--- config.mk ---
export PLATFORM = sky130hd
export DESIGN_NAME = entry_walker
export DESIGN_NICKNAME = d
export VERILOG_FILES = /design/src/rtl/ewk_pkg.sv /design/src/rtl/ewk_len_rules.sv /design/src/rtl/ewk_walker.sv /design/src/rtl/ewk_field_dec.sv /design/src/rtl/ewk_rec_hold.sv /design/src/rtl/entry_walker.sv
export SDC_FILE = /design/constraint.sdc
export NUM_CORES = 1
export LEC_CHECK = 0
export BUFFER_PORTS_ARGS = -buffer_cell sky130_fd_sc_hd__buf_2
export CORE_MARGIN = 5
export CORE_UTILIZATION = 64
export DETAILED_ROUTE_END_ITERATION = 16
export PLACE_DENSITY = 0.87
export SYNTH_ARGS = -nofsm -noshare
export SYNTH_HDL_FRONTEND = slang
export SYNTH_HIERARCHICAL = 1
export SYNTH_SLANG_ARGS = --single-unit
--- constraint.sdc ---
create_clock -name clk -period 10.65 [get_ports clk]
set_clock_uncertainty 0.1 [all_clocks]
set_input_delay 0.5325 -clock clk [delete_from_list [all_inputs] [get_ports clk]]
set_output_delay 0.5325 -clock clk [all_outputs]
set_load 0.05 [all_outputs]
--- src/rtl/ewk_pkg.sv ---
// Shared encodings for the descriptor entry list walker.
// Assumes one ROM byte per address and the fixed entry header layout.
package ewk_pkg;
    localparam int BYTE_W       = 8;
    localparam int IDX_W        = 6;
    localparam int HDR_DIS_BIT  = 6;
    localparam int HDR_TYPE_BIT = 7;
    localparam int LINK_BIT     = 4;
    localparam int DUAL_BIT     = 7;

    typedef enum logic [2:0] {
        K_GEN_OTHER = 3'd0,
        K_VENDOR    = 3'd1,
        K_DEVICE    = 3'd2,
        K_PORT_OFF  = 3'd3,
        K_PORT      = 3'd4
    } ewk_kind_e;

    typedef enum logic [2:0] {
        E_NONE     = 3'd0,
        E_LAST     = 3'd1,
        E_OVERRUN  = 3'd2,
        E_ZERO     = 3'd3,
        E_PORTLEN  = 3'd4
    } ewk_err_e;

    typedef enum logic [2:0] {
        ST_IDLE, ST_POS, ST_LEN, ST_HDR, ST_B2, ST_B3, ST_EMIT
    } ewk_state_e;
endpackage

--- src/rtl/ewk_len_rules.sv ---
// Length-rule checker: judges an entry from its position, its length byte
// and the ROM size. The rules are checked in a fixed order: lone last byte,
// then overrun, then zero length.
// Assumes pos < size (the caller only asks while inside the ROM).
module ewk_len_rules
    import ewk_pkg::*;
#(
    parameter int ADDR_W = 12
) (
    input  logic [ADDR_W-1:0] pos,
    input  logic [ADDR_W-1:0] size,
    input  logic [BYTE_W-1:0] len,
    output ewk_err_e          code
);
    localparam int SUM_W = ADDR_W + 1;

    logic [SUM_W-1:0] next_pos;
    logic [SUM_W-1:0] one_past;

    // Compute entry end and the byte after the header start, one bit wider
    always_comb begin
        next_pos = {1'b0, pos} + SUM_W'(len);
        one_past = {1'b0, pos} + SUM_W'(1);
    end

    // Pick the first rule that is broken
    always_comb begin
        if (one_past == {1'b0, size})
            code = E_LAST;
        else if (next_pos > {1'b0, size})
            code = E_OVERRUN;
        else if (len == '0)
            code = E_ZERO;
        else
            code = E_NONE;
    end
endmodule

--- src/rtl/ewk_walker.sv ---
// Byte fetch sequencer: walks the entry chain one ROM byte per read and
// keeps the bytes of the current entry in registers for record building.
// Assumes the ROM returns rd_data one cycle after rd_en.
module ewk_walker
    import ewk_pkg::*;
#(
    parameter int ADDR_W    = 12,
    parameter int START_OFS = 22,
    parameter int PORT_LEN  = 8
) (
    input  logic              clk,
    input  logic              rst_n,
    input  logic              start,
    input  logic [ADDR_W-1:0] rom_size,
    output logic              rd_en,
    output logic [ADDR_W-1:0] rd_addr,
    input  logic [BYTE_W-1:0] rd_data,
    input  logic              can_load,
    output logic              ld,
    output logic [ADDR_W-1:0] pos_o,
    output logic [BYTE_W-1:0] len_o,
    output logic [BYTE_W-1:0] hdr_o,
    output logic [BYTE_W-1:0] b2_o,
    output logic [BYTE_W-1:0] b3_o,
    output logic              done,
    output logic              err,
    output ewk_err_e          err_code
);
    localparam logic [ADDR_W-1:0] START_A  = ADDR_W'(START_OFS);
    localparam logic [BYTE_W-1:0] PORT_L   = BYTE_W'(PORT_LEN);

    ewk_state_e        state;
    logic [ADDR_W-1:0] pos;
    logic [ADDR_W-1:0] size_q;
    logic [BYTE_W-1:0] len_q;
    logic [BYTE_W-1:0] hdr_q;
    logic [BYTE_W-1:0] b2_q;
    logic [BYTE_W-1:0] b3_q;
    ewk_err_e          len_code;
    logic              hdr_port;
    logic              hdr_off;

    ewk_len_rules #(.ADDR_W(ADDR_W)) i_len_rules (
        .pos  (pos),
        .size (size_q),
        .len  (rd_data),
        .code (len_code)
    );

    // Decode the flags byte as it arrives from the ROM
    always_comb begin
        hdr_port = rd_data[HDR_TYPE_BIT];
        hdr_off  = rd_data[HDR_DIS_BIT];
    end

    // Issue the ROM read for the next byte of the entry
    always_comb begin
        rd_en   = 1'b0;
        rd_addr = pos;
        unique case (state)
            ST_POS: begin
                rd_en   = (pos < size_q);
                rd_addr = pos;
            end
            ST_LEN: begin
                rd_en   = (len_code == E_NONE);
                rd_addr = pos + ADDR_W'(1);
            end
            ST_HDR: begin
                rd_en   = hdr_port && !hdr_off && (len_q == PORT_L);
                rd_addr = pos + ADDR_W'(2);
            end
            ST_B2: begin
                rd_en   = 1'b1;
                rd_addr = pos + ADDR_W'(3);
            end
            default: begin
                rd_en   = 1'b0;
                rd_addr = pos;
            end
        endcase
    end

    // Hand the record over when the holding register can take it
    always_comb ld = (state == ST_EMIT) && can_load;

    // Step through the chain, capture entry bytes and raise end pulses
    always_ff @(posedge clk) begin
        if (!rst_n) begin
            state    <= ST_IDLE;
            pos      <= '0;
            size_q   <= '0;
            len_q    <= '0;
            hdr_q    <= '0;
            b2_q     <= '0;
            b3_q     <= '0;
            done     <= 1'b0;
            err      <= 1'b0;
            err_code <= E_NONE;
        end else begin
            done <= 1'b0;
            err  <= 1'b0;
            unique case (state)
                ST_IDLE: begin
                    if (start) begin
                        size_q   <= rom_size;
                        pos      <= START_A;
                        err_code <= E_NONE;
                        state    <= ST_POS;
                    end
                end
                ST_POS: begin
                    if (pos >= size_q) begin
                        done  <= 1'b1;
                        state <= ST_IDLE;
                    end else begin
                        state <= ST_LEN;
                    end
                end
                ST_LEN: begin
                    len_q <= rd_data;
                    if (len_code != E_NONE) begin
                        err      <= 1'b1;
                        err_code <= len_code;
                        state    <= ST_IDLE;
                    end else begin
                        state <= ST_HDR;
                    end
                end
                ST_HDR: begin
                    hdr_q <= rd_data;
                    if (hdr_port && !hdr_off) begin
                        if (len_q != PORT_L) begin
                            err      <= 1'b1;
                            err_code <= E_PORTLEN;
                            state    <= ST_IDLE;
                        end else begin
                            state <= ST_B2;
                        end
                    end else begin
                        state <= ST_EMIT;
                    end
                end
                ST_B2: begin
                    b2_q  <= rd_data;
                    state <= ST_B3;
                end
                ST_B3: begin
                    b3_q  <= rd_data;
                    state <= ST_EMIT;
                end
                ST_EMIT: begin
                    if (can_load) begin
                        pos   <= pos + ADDR_W'(len_q);
                        state <= ST_POS;
                    end
                end
                default: state <= ST_IDLE;
            endcase
        end
    end

    always_comb begin
        pos_o = pos;
        len_o = len_q;
        hdr_o = hdr_q;
        b2_o  = b2_q;
        b3_o  = b3_q;
    end


    rd_inside_chk: assert property (@(posedge clk) disable iff (!rst_n)
        rd_en |-> (rd_addr < size_q));


    err_cause_chk: assert property (@(posedge clk) disable iff (!rst_n)
        err |-> (err_code != E_NONE));


    end_excl_chk: assert property (@(posedge clk) disable iff (!rst_n)
        !(done && err));


    busy_start_chk: assert property (@(posedge clk) disable iff (!rst_n)
        (start && state != ST_IDLE) |=> $stable(size_q));


    port_len_chk: assert property (@(posedge clk) disable iff (!rst_n)
        (ld && hdr_q[HDR_TYPE_BIT] && !hdr_q[HDR_DIS_BIT]) |-> (len_q == PORT_L));
endmodule

--- src/rtl/ewk_field_dec.sv ---
// Record field decoder: turns the captured bytes of one entry into the
// record fields. Fields that do not apply to a kind read zero.
// Assumes b2/b3 are only meaningful for enabled port entries.
module ewk_field_dec
    import ewk_pkg::*;
#(
    parameter int ADDR_W = 12
) (
    input  logic [ADDR_W-1:0] pos,
    input  logic [BYTE_W-1:0] len,
    input  logic [BYTE_W-1:0] hdr,
    input  logic [BYTE_W-1:0] b2,
    input  logic [BYTE_W-1:0] b3,
    output ewk_kind_e         kind,
    output logic [IDX_W-1:0]  index,
    output logic              link,
    output logic              dual,
    output logic [IDX_W-1:0]  partner,
    output logic [ADDR_W-1:0] str_ofs,
    output logic [BYTE_W-1:0] str_len
);
    logic [IDX_W-1:0] idx;
    logic             unused_bits;

    always_comb idx = hdr[IDX_W-1:0];

    // Bits of the port bytes that carry no field
    always_comb unused_bits = ^{b2[6:5], b2[3:0], b3[BYTE_W-1:IDX_W]};

    // Classify the entry and fill the fields that belong to its kind
    always_comb begin
        kind    = K_GEN_OTHER;
        index   = idx;
        link    = 1'b0;
        dual    = 1'b0;
        partner = '0;
        str_ofs = '0;
        str_len = '0;
        if (hdr[HDR_TYPE_BIT]) begin
            if (hdr[HDR_DIS_BIT]) begin
                kind = K_PORT_OFF;
            end else begin
                kind    = K_PORT;
                link    = b2[LINK_BIT];
                dual    = b2[DUAL_BIT];
                partner = b3[IDX_W-1:0];
            end
        end else begin
            if (idx == IDX_W'(1))
                kind = K_VENDOR;
            else if (idx == IDX_W'(2))
                kind = K_DEVICE;
            if (idx == IDX_W'(1) || idx == IDX_W'(2)) begin
                str_ofs = pos + ADDR_W'(2);
                str_len = len - BYTE_W'(2);
            end
        end
    end
endmodule

--- src/rtl/ewk_rec_hold.sv ---
// Record holding register: keeps one record on the output handshake until
// the consumer takes it. A new record may load in the cycle it is taken.
// Assumes the loader only loads when can_load is high.
module ewk_rec_hold #(
    parameter int W = 16
) (
    input  logic         clk,
    input  logic         rst_n,
    input  logic         ld,
    input  logic [W-1:0] ld_data,
    input  logic         ready,
    output logic         valid,
    output logic [W-1:0] data,
    output logic         can_load
);
    // Space exists when empty or when the held record leaves this cycle
    always_comb can_load = !valid || ready;

    // Load a new record or drop the accepted one
    always_ff @(posedge clk) begin
        if (!rst_n) begin
            valid <= 1'b0;
            data  <= '0;
        end else if (ld) begin
            valid <= 1'b1;
            data  <= ld_data;
        end else if (ready) begin
            valid <= 1'b0;
        end
    end


    hold_stable_chk: assert property (@(posedge clk) disable iff (!rst_n)
        (valid && !ready) |=> (valid && $stable(data)));


    load_room_chk: assert property (@(posedge clk) disable iff (!rst_n)
        ld |-> (!valid || ready));
endmodule

--- src/rtl/entry_walker.sv ---
// Descriptor entry list walker top: sequencer, field decoder and output
// holding register. Emits one record per entry and ends with done or err.
// Assumes a synchronous ROM with one cycle of read latency.
module entry_walker
    import ewk_pkg::*;
#(
    parameter int ADDR_W    = 12,
    parameter int START_OFS = 22,
    parameter int PORT_LEN  = 8
) (
    input  logic              clk,
    input  logic              rst_n,
    input  logic              start,
    input  logic [ADDR_W-1:0] rom_size,
    output logic              rd_en,
    output logic [ADDR_W-1:0] rd_addr,
    input  logic [7:0]        rd_data,
    output logic              rec_valid,
    input  logic              rec_ready,
    output logic [2:0]        rec_kind,
    output logic [5:0]        rec_index,
    output logic              rec_link,
    output logic              rec_dual,
    output logic [5:0]        rec_partner,
    output logic [ADDR_W-1:0] rec_str_ofs,
    output logic [7:0]        rec_str_len,
    output logic              done,
    output logic              err,
    output logic [2:0]        err_code
);
    localparam int REC_W = 3 + IDX_W + 1 + 1 + IDX_W + ADDR_W + BYTE_W;

    logic              can_load;
    logic              ld;
    logic [ADDR_W-1:0] pos_w;
    logic [BYTE_W-1:0] len_w;
    logic [BYTE_W-1:0] hdr_w;
    logic [BYTE_W-1:0] b2_w;
    logic [BYTE_W-1:0] b3_w;
    ewk_err_e          code_w;
    ewk_kind_e         kind_w;
    logic [IDX_W-1:0]  index_w;
    logic              link_w;
    logic              dual_w;
    logic [IDX_W-1:0]  partner_w;
    logic [ADDR_W-1:0] ofs_w;
    logic [BYTE_W-1:0] slen_w;
    logic [REC_W-1:0]  rec_in;
    logic [REC_W-1:0]  rec_out;

    ewk_walker #(
        .ADDR_W    (ADDR_W),
        .START_OFS (START_OFS),
        .PORT_LEN  (PORT_LEN)
    ) i_walker (
        .clk      (clk),
        .rst_n    (rst_n),
        .start    (start),
        .rom_size (rom_size),
        .rd_en    (rd_en),
        .rd_addr  (rd_addr),
        .rd_data  (rd_data),
        .can_load (can_load),
        .ld       (ld),
        .pos_o    (pos_w),
        .len_o    (len_w),
        .hdr_o    (hdr_w),
        .b2_o     (b2_w),
        .b3_o     (b3_w),
        .done     (done),
        .err      (err),
        .err_code (code_w)
    );

    ewk_field_dec #(.ADDR_W(ADDR_W)) i_field_dec (
        .pos     (pos_w),
        .len     (len_w),
        .hdr     (hdr_w),
        .b2      (b2_w),
        .b3      (b3_w),
        .kind    (kind_w),
        .index   (index_w),
        .link    (link_w),
        .dual    (dual_w),
        .partner (partner_w),
        .str_ofs (ofs_w),
        .str_len (slen_w)
    );

    // Pack the decoded fields into one record word
    always_comb rec_in = {kind_w, index_w, link_w, dual_w, partner_w, ofs_w, slen_w};

    ewk_rec_hold #(.W(REC_W)) i_rec_hold (
        .clk      (clk),
        .rst_n    (rst_n),
        .ld       (ld),
        .ld_data  (rec_in),
        .ready    (rec_ready),
        .valid    (rec_valid),
        .data     (rec_out),
        .can_load (can_load)
    );

    // Unpack the held record onto the output ports
    always_comb begin
        {rec_kind, rec_index, rec_link, rec_dual, rec_partner,
         rec_str_ofs, rec_str_len} = rec_out;
        err_code = code_w;
    end
endmodule

* Yosys cells after proc, flatten, opt, wreduce, memory -nomap -nowiden *
Cells that the tools add are included.
Widths: inputs -> output; s select.

word-level totals
  register bits after elaboration = 100
  output and inout bits = 56

operators by class
  add/sub/neg operators = 7
  magnitude comparators = 3
  equal/unequal tests = 16
  muxes and demuxes = 41
  reductions and logical operators = 19

operators by type and width
  cell                   count
  $mux 12                4
  $pmux 12 s3            1
  $mux 3                 11
  $add 12x2->12 const B  2
  $pmux 12 s2            1
  $pmux 3 s7             1
  $mux 8                 2
  $add 12x1->13 const B  1
  $add 12x8->13          1
  $eq 13x12->1           1
  $gt 13x12->1           1
  $add 12x1->12 const B  1
  $add 12x8->12          1
  $ge 12x12->1           1
  $lt 12x12->1           1
  $mux 2                 6
  $mux 6                 2
  $mux 1                 10
  $eq 3x3->1 const B     3
  $pmux 3 s3             1
  $eq 8x4->1 const B     1
  $logic_not 8->1        1
  $ne 2x1->1 const B     4
  $ne 8x4->1 const B     1
  17 further kinds       27

* Depth between registers and ports, before layout *
Gate-level depths: netlist of the first run.

  word-level depth = 7
  depth in mapped cells = 21
  mapped depth without buffers = 21

* Modules after synthesis *
The synthesis of the first run kept the hierarchy.

modules (own cells, without submodules)
  module         instances  cells each  area an instance (um^2)  seq. area each (um^2)
  ewk_walker     1          437         3,514.6                  1,281.2
  ewk_rec_hold   1          123         1,455.1                  760.7
  ewk_len_rules  1          154         1,112.3                  0.0
  ewk_field_dec  1          88          526.8                    0.0

* Worst setup path after synthesis of the first run *
OpenSTA, ideal clock, no wires.

  path type = flip-flop to output port
  start point = reg i_walker.pos[1], in the netlist i_walker/pos_o[1]
  end point = out rd_en
  arrival = 4.030 ns
  slack = 5.987 ns
  stages on the path, launching flop included = 20
  cells stage by stage = dfxtp_1 inv_1 fa_1 nor2b_1 nor3_1 o21bai_1 a21oi_1 nor2_1 xor2_1 ha_1 a21o_1 a21oi_1 a21oi_1 a21bo_2 o21ai_0 o21a_1 nor3_1 a21oi_1 nor2_1 a211o_1

between the ends
  cells in the longest elaborated chain, start to end = 6

RTL lines
  element                         line                 RTL
  start: declaration              ewk_walker.sv:33     logic [ADDR_W-1:0] pos;
  start signal: assignment        ewk_walker.sv:154    pos <= pos + ADDR_W'(len_q);
  $add 12x8->13                   ewk_len_rules.sv:22  next_pos = {1'b0, pos} + SUM_W'(len);
  $gt 13x12->1                    ewk_len_rules.sv:30  else if (next_pos > {1'b0, size})
  $mux 2                          ewk_len_rules.sv:30
  $mux 2 *                        ewk_len_rules.sv:28  if (one_past == {1'b0, size})
  named net i_walker.len_code[1]  ewk_walker.sv:39     ewk_err_e len_code;
  $logic_not 3->1 *               ewk_walker.sv:66     rd_en = (len_code == E_NONE);
  $pmux 1 s4 *                    ewk_walker.sv:60     unique case (state)
  end: declaration                entry_walker.sv:15   output logic rd_en,

Mark *: on every way through the listed nets, which the timed path passes. The rest lies on a longest branch.

* Worst setup path in the final report of the first run *
Ends and elaborated chain as after synthesis.

==> metrics, run 1 <==
status completed; fraction of layout cells with a size suffix above 1 13.9%; drt pass-1 iters 6; die width 110 um; met3 GRT Util 5.87%; all-layer global routing usage 30.3%; Core Region 9730 um^2; die area 12,000 um^2; crit path time final 5710 ps; # DRC 0; Vias/cell 6.15; grt total ovfl 0; Buffers & Inverters on Critical Path 2; NumNets Final 905; Worst-Margin Slew 1060 ps; cell count along the critical path 20; I/O pins 80; average size of a mapped cell 8.15 um^2; Die Y 110 um; Starting DRT DRC Count 437; Post-CTS Repair Setup Buffers 0; Tightest Hold Check Type primary input to flip-flop; met2 Use GR 49.3%; Crit path max-delay family compound AO/OA/AOI/OAI gates; endpoints failing hold 0; CTS tree done; FMAX 175 MHz; Post-Synthesis Cells 778; crit-path max cell delay 770 ps; H-tree levels 3; count of final setup violators 0; routability cong. 0.940; Max VDD drop 0.0000765 V; wire per inst 18.0 um; clock tree sinks 94; antenna fix cells 0; GR peak layer met2; vias in the first global route 5,944; largest net degree at the start of global routing 45; max-slew violations 0; area added between synthesis and finish 9.40%; slowest cell on the critical path dfxtp_1; Setup TNS 0 ps; Syn Nets 850; crit end category output pin; area of the mapped netlist 6340 um^2; post-route ant nets 0; Num CTS Buffers 9; Synth Warn # 6; Vias 5,965; CP Max Fanout 18; PwrDens 125 nW/um^2; Worst-Skew Late Latency 380 ps; Bufs on Longest Clock Path 2; port buffer count 79; # hold bufs at CTS 0; Crit Path Category flip-flop to output pin; CP startpoint kind flip-flop; most used cell, CP a21oi_1; Starting Density 65.1%; Leak 2.75 nW; design area 6930 um^2; required time of the critical path 10,020 ps; row cnt 36; hold path cells 3; number of max-cap violations 0; CP arrival 5080 ps; Root Buffer clkbuf_8; DP Wirelength 12,800 um; RSZ-0062 raised after global routing false; crit-path cells inv_1 > fa_1 > nor2b_1 > nor3_1 > o21bai_1 > a21oi_1 > nor2_1 > xor2_1 > ha_1 > a21o_1 > a21oi_1 > a21oi_1 > a21bo_2 > o21ai_0 > o21a_1 > nor3_1 > a21oi_1 > nor2_1 > a211o_1 > buf_2; final period utilization 53.7%; reg2reg path depth 18; clock-pin transition on the worst setup and hold timing paths 100 ps; initial antenna violation count 0; slew margin rel. 28.8%; met1 usage in global routing 37.6%; overall routed net length 17,500 um; post_cts resized 0; global-route wire length before repair 28,500 um; Placed Area 6690 um^2
[sequential cells by signal (all words and copies together), names as in the netlist]
register and cells:
i_rec_hold/data 37, i_rec_hold/valid 1, i_walker/b2_o 2, i_walker/b3_o 6, i_walker/done 1, i_walker/err 1
i_walker/err_code 3, i_walker/hdr_o 8, i_walker/len_o 8, i_walker/pos_o 12, i_walker/size_q 12, i_walker/state 3
[final timing paths]
kind / startpoint / end / slack, ps
hold / removal: rom_size[11] / i_walker/size_q[11] / 280
setup reg to reg: i_walker/pos_o[1] / i_walker/state[0] / 5750
setup / recovery: i_walker/pos_o[1] / rd_en / 4940
hold reg to reg: i_walker/b3_o[0] / i_walker/b3_o[0] / 370
[worst reg2reg max path: cells and delay by family, from the launching register on]
family / cells / cell delay [ps]
compound gates: 10 / 2010
buf+inv: 1 / 150
fa+ha+maj: 2 / 760
simple gates: 4 / 840
xor+xnor: 1 / 170
flops: 1 / 770
[report_power, final]
group | switching [mW] | leakage (nW) | internal (mW) | total (mW)
logic | 0.116 | 1.87 | 0.0742 | 0.190
clock network | 0.135 | 0.122 | 0.158 | 0.293
registers | 0.0222 | 0.761 | 0.362 | 0.384
total | 0.274 | 2.75 | 0.594 | 0.867
[per-stage QoR]
| step | worst slack, ps | util [%] | total power, mW | hold slack [ps] | instances |
|---|---|---|---|---|---|
| after detailed placement | 5450 | 68.8 | 0.577 | 353 | 955 |
| final | 4940 | 71.3 | 0.867 | 282 | 970 |
| after global placement | 5660 | 68.8 | 0.568 | 342 | 955 |
| after CTS | 5010 | 71.3 | 0.866 | 275 | 970 |
| after global routing | 4530 | 71.3 | 0.907 | 275 | 970 |
| after floorplan | 5990 | - | 0.531 | 332 | 778 |
[cell usage in the layout, fill, tap and decap left out, types with 17 or more instances in the layout]
cell     instances
dfxtp_1         94
buf_2           79
nor2_1          55
nand2_1         80
inv_1           44
nor3_1          17
nand3_1         29
a21oi_1         72
xor2_1          18
nor2b_1         45
ha_1            45
mux2i_1         48
xnor2_1         30
o21ai_0         27
[layer usage]
layer  part of all wire [%]  up-vias
li1                       -     2809
met1                     40     2767
met2                     46      308
met3                    8.9       81
met4                    4.8        0
met5                      0        -
[final cells by class]
cell class / instances / area (um^2)
sequential: 94 / 1880
multi-input combinational: 597 / 4030
timing repair buffer: 85 / 440
inverter: 46 / 173
fill: 769 / 2800
tap: 133 / 166
clock inverter: 6 / 119
clock buffer: 9 / 124
Power figures use the tool's default switching activity.
==> run 2, diff against run 1 <==
- ABC_AREA: default -> 1
- CORE_UTILIZATION: 64 -> 60
- PLACE_DENSITY: 0.87 -> 0.82
- clock period: 10.65 -> 5.5 ns (I/O delays scaled with it)
==> run 2 against run 1 <==
Register-to-register slack got worse by 4400 ps. Sequential share of layout area fell by 1.4 points. Critical endpoint unchanged. First-iteration DRC count rose by 55%.
==> metrics, run 2 <==
most common cell after layout, fill and taps aside nand2_1; Vias 6,781; most frequent cells in the layout nand2_1, nor2_1, inv_1; Post-CTS Repair Setup Buffers 0; R2R Setup Slk 1350 ps; Layout Cells excl Fill 1,245; Starting DRT DRC Count 676; Die Y 116 um; required time of the critical path 5120 ps; row cnt 38; port buffer count 79; area added between synthesis and finish 9.04%; post_cts resized 0; global-route wire length before repair 28,500 um; CTS tree done; Vias/cell 5.45; Num CTS Buffers 9; Placed Instances 1,229; Max VDD drop 0.000154 V; initial antenna violation count 0; # hold bufs at CTS 0; area of the mapped netlist 6720 um^2; Setup TNS 0 ps; PwrDens 260 nW/um^2; clock tree sinks 94; all-layer global routing usage 26.3%; worst hold slack 78.7 ps; antenna fix cells 0; overall routed net length 17,400 um; die area 13,400 um^2; hold path cells 3; max reg flops 37; NumNets Final 1,172; Worst-Skew Late Latency 380 ps; CP Max Fanout 12; Worst-Margin Slew 793 ps; register with the most flip-flops i_rec_hold/data; Core Region 10,900 um^2; average size of a mapped cell 6.49 um^2; reg2reg path depth 24; endpoints failing hold 0; wire per inst 14.0 um; Leak 3.63 nW; Starting Density 61.7%; slew margin rel. 47.1%; count of final setup violators 0; final period utilization 84.4%; number of max-cap violations 0; Root Buffer clkbuf_8; I/O pins 80; Syn Nets 1,106; Crit Path Category flip-flop to output pin; status completed; post-route ant nets 0; fraction of layout cells with a size suffix above 1 15.0%; DP Wirelength 12,800 um; H-tree levels 3; grt total ovfl 0; Tightest Hold Check Type primary input to flip-flop; CP startpoint kind flip-flop; CP arrival 4270 ps; vias in the first global route 6,154; crit path time final 4640 ps; largest net degree at the start of global routing 72; Finished Core Util 67.2%; RSZ-0062 raised after global routing false; drt pass-1 iters 6; crit end category output pin; FMAX 215 MHz; clock-pin transition on the worst setup and hold timing paths 110 ps; Post-Synthesis Cells 1,034; Bufs on Longest Clock Path 2; Synth Warn # 6; # DRC 0; max-slew violations 0; die width 116 um; routability cong. 0.929
[run 2: worst paths after layout]
check	start	end
max	i_walker/pos_o[0]	rd_en
min	rom_size[11]	i_walker/size_q[11]
max reg2reg	i_walker/pos_o[0]	i_walker/err_code[2]
min reg2reg	i_walker/err_code[0]	i_walker/err_code[0]
[run 2: report_power, final]
part / switching (mW) / internal (mW) / leakage (nW)
sequential: 0.0516 / 0.726 / 0.762
combinational: 0.460 / 0.214 / 2.77
clock: 0.279 / 0.176 / 0.0956
total: 0.790 / 1.12 / 3.63
[run 2: cell type report]
| cell class | count | area, um^2 |
|---|---|---|
| clock buffers | 9 | 124 |
| fillers | 1013 | 3570 |
| inverters | 143 | 542 |
| repair buffers | 88 | 463 |
| multi-input cells | 764 | 4070 |
| well taps | 140 | 175 |
| clock inverters | 7 | 63.8 |
| flip-flops and latches | 94 | 1880 |
[run 2: worst max-delay path, stage by stage, from the launching register on]
cell and delay (ps):
dfxtp_1 640, ha_1 280, inv_1 80, fa_1 400, inv_1 70, nand3_1 60, nand2_1 120, a21oi_1 100
o21ai_0 280, nand2_1 110, xor2_1 160, ha_1 290, nand3_1 100, nor4_1 230, nand3_1 130, a21oi_1 160
nor2_1 70, nor2_1 130, nand3_1 110, nand4_1 110, buf_2 280
[run 2: metal layers]
metal  global-route usage, %  part of all wire (%)
met2                    43.3                    46
met1                    35.6                    44
met3                    4.70                   8.6
met4                    7.27                   1.3
met5                       0                     0
[run 2: per-stage QoR]
stage	instance area (um^2)	power [mW]	setup slack, ps
2_1_floorplan	6720	1.30	1580
3_3_place_gp	7130	1.44	1340
3_5_place_dp	7130	1.45	1260
4_1_cts	7320	1.90	831
5_1_grt	7320	2.03	493
6_report	7320	1.91	856
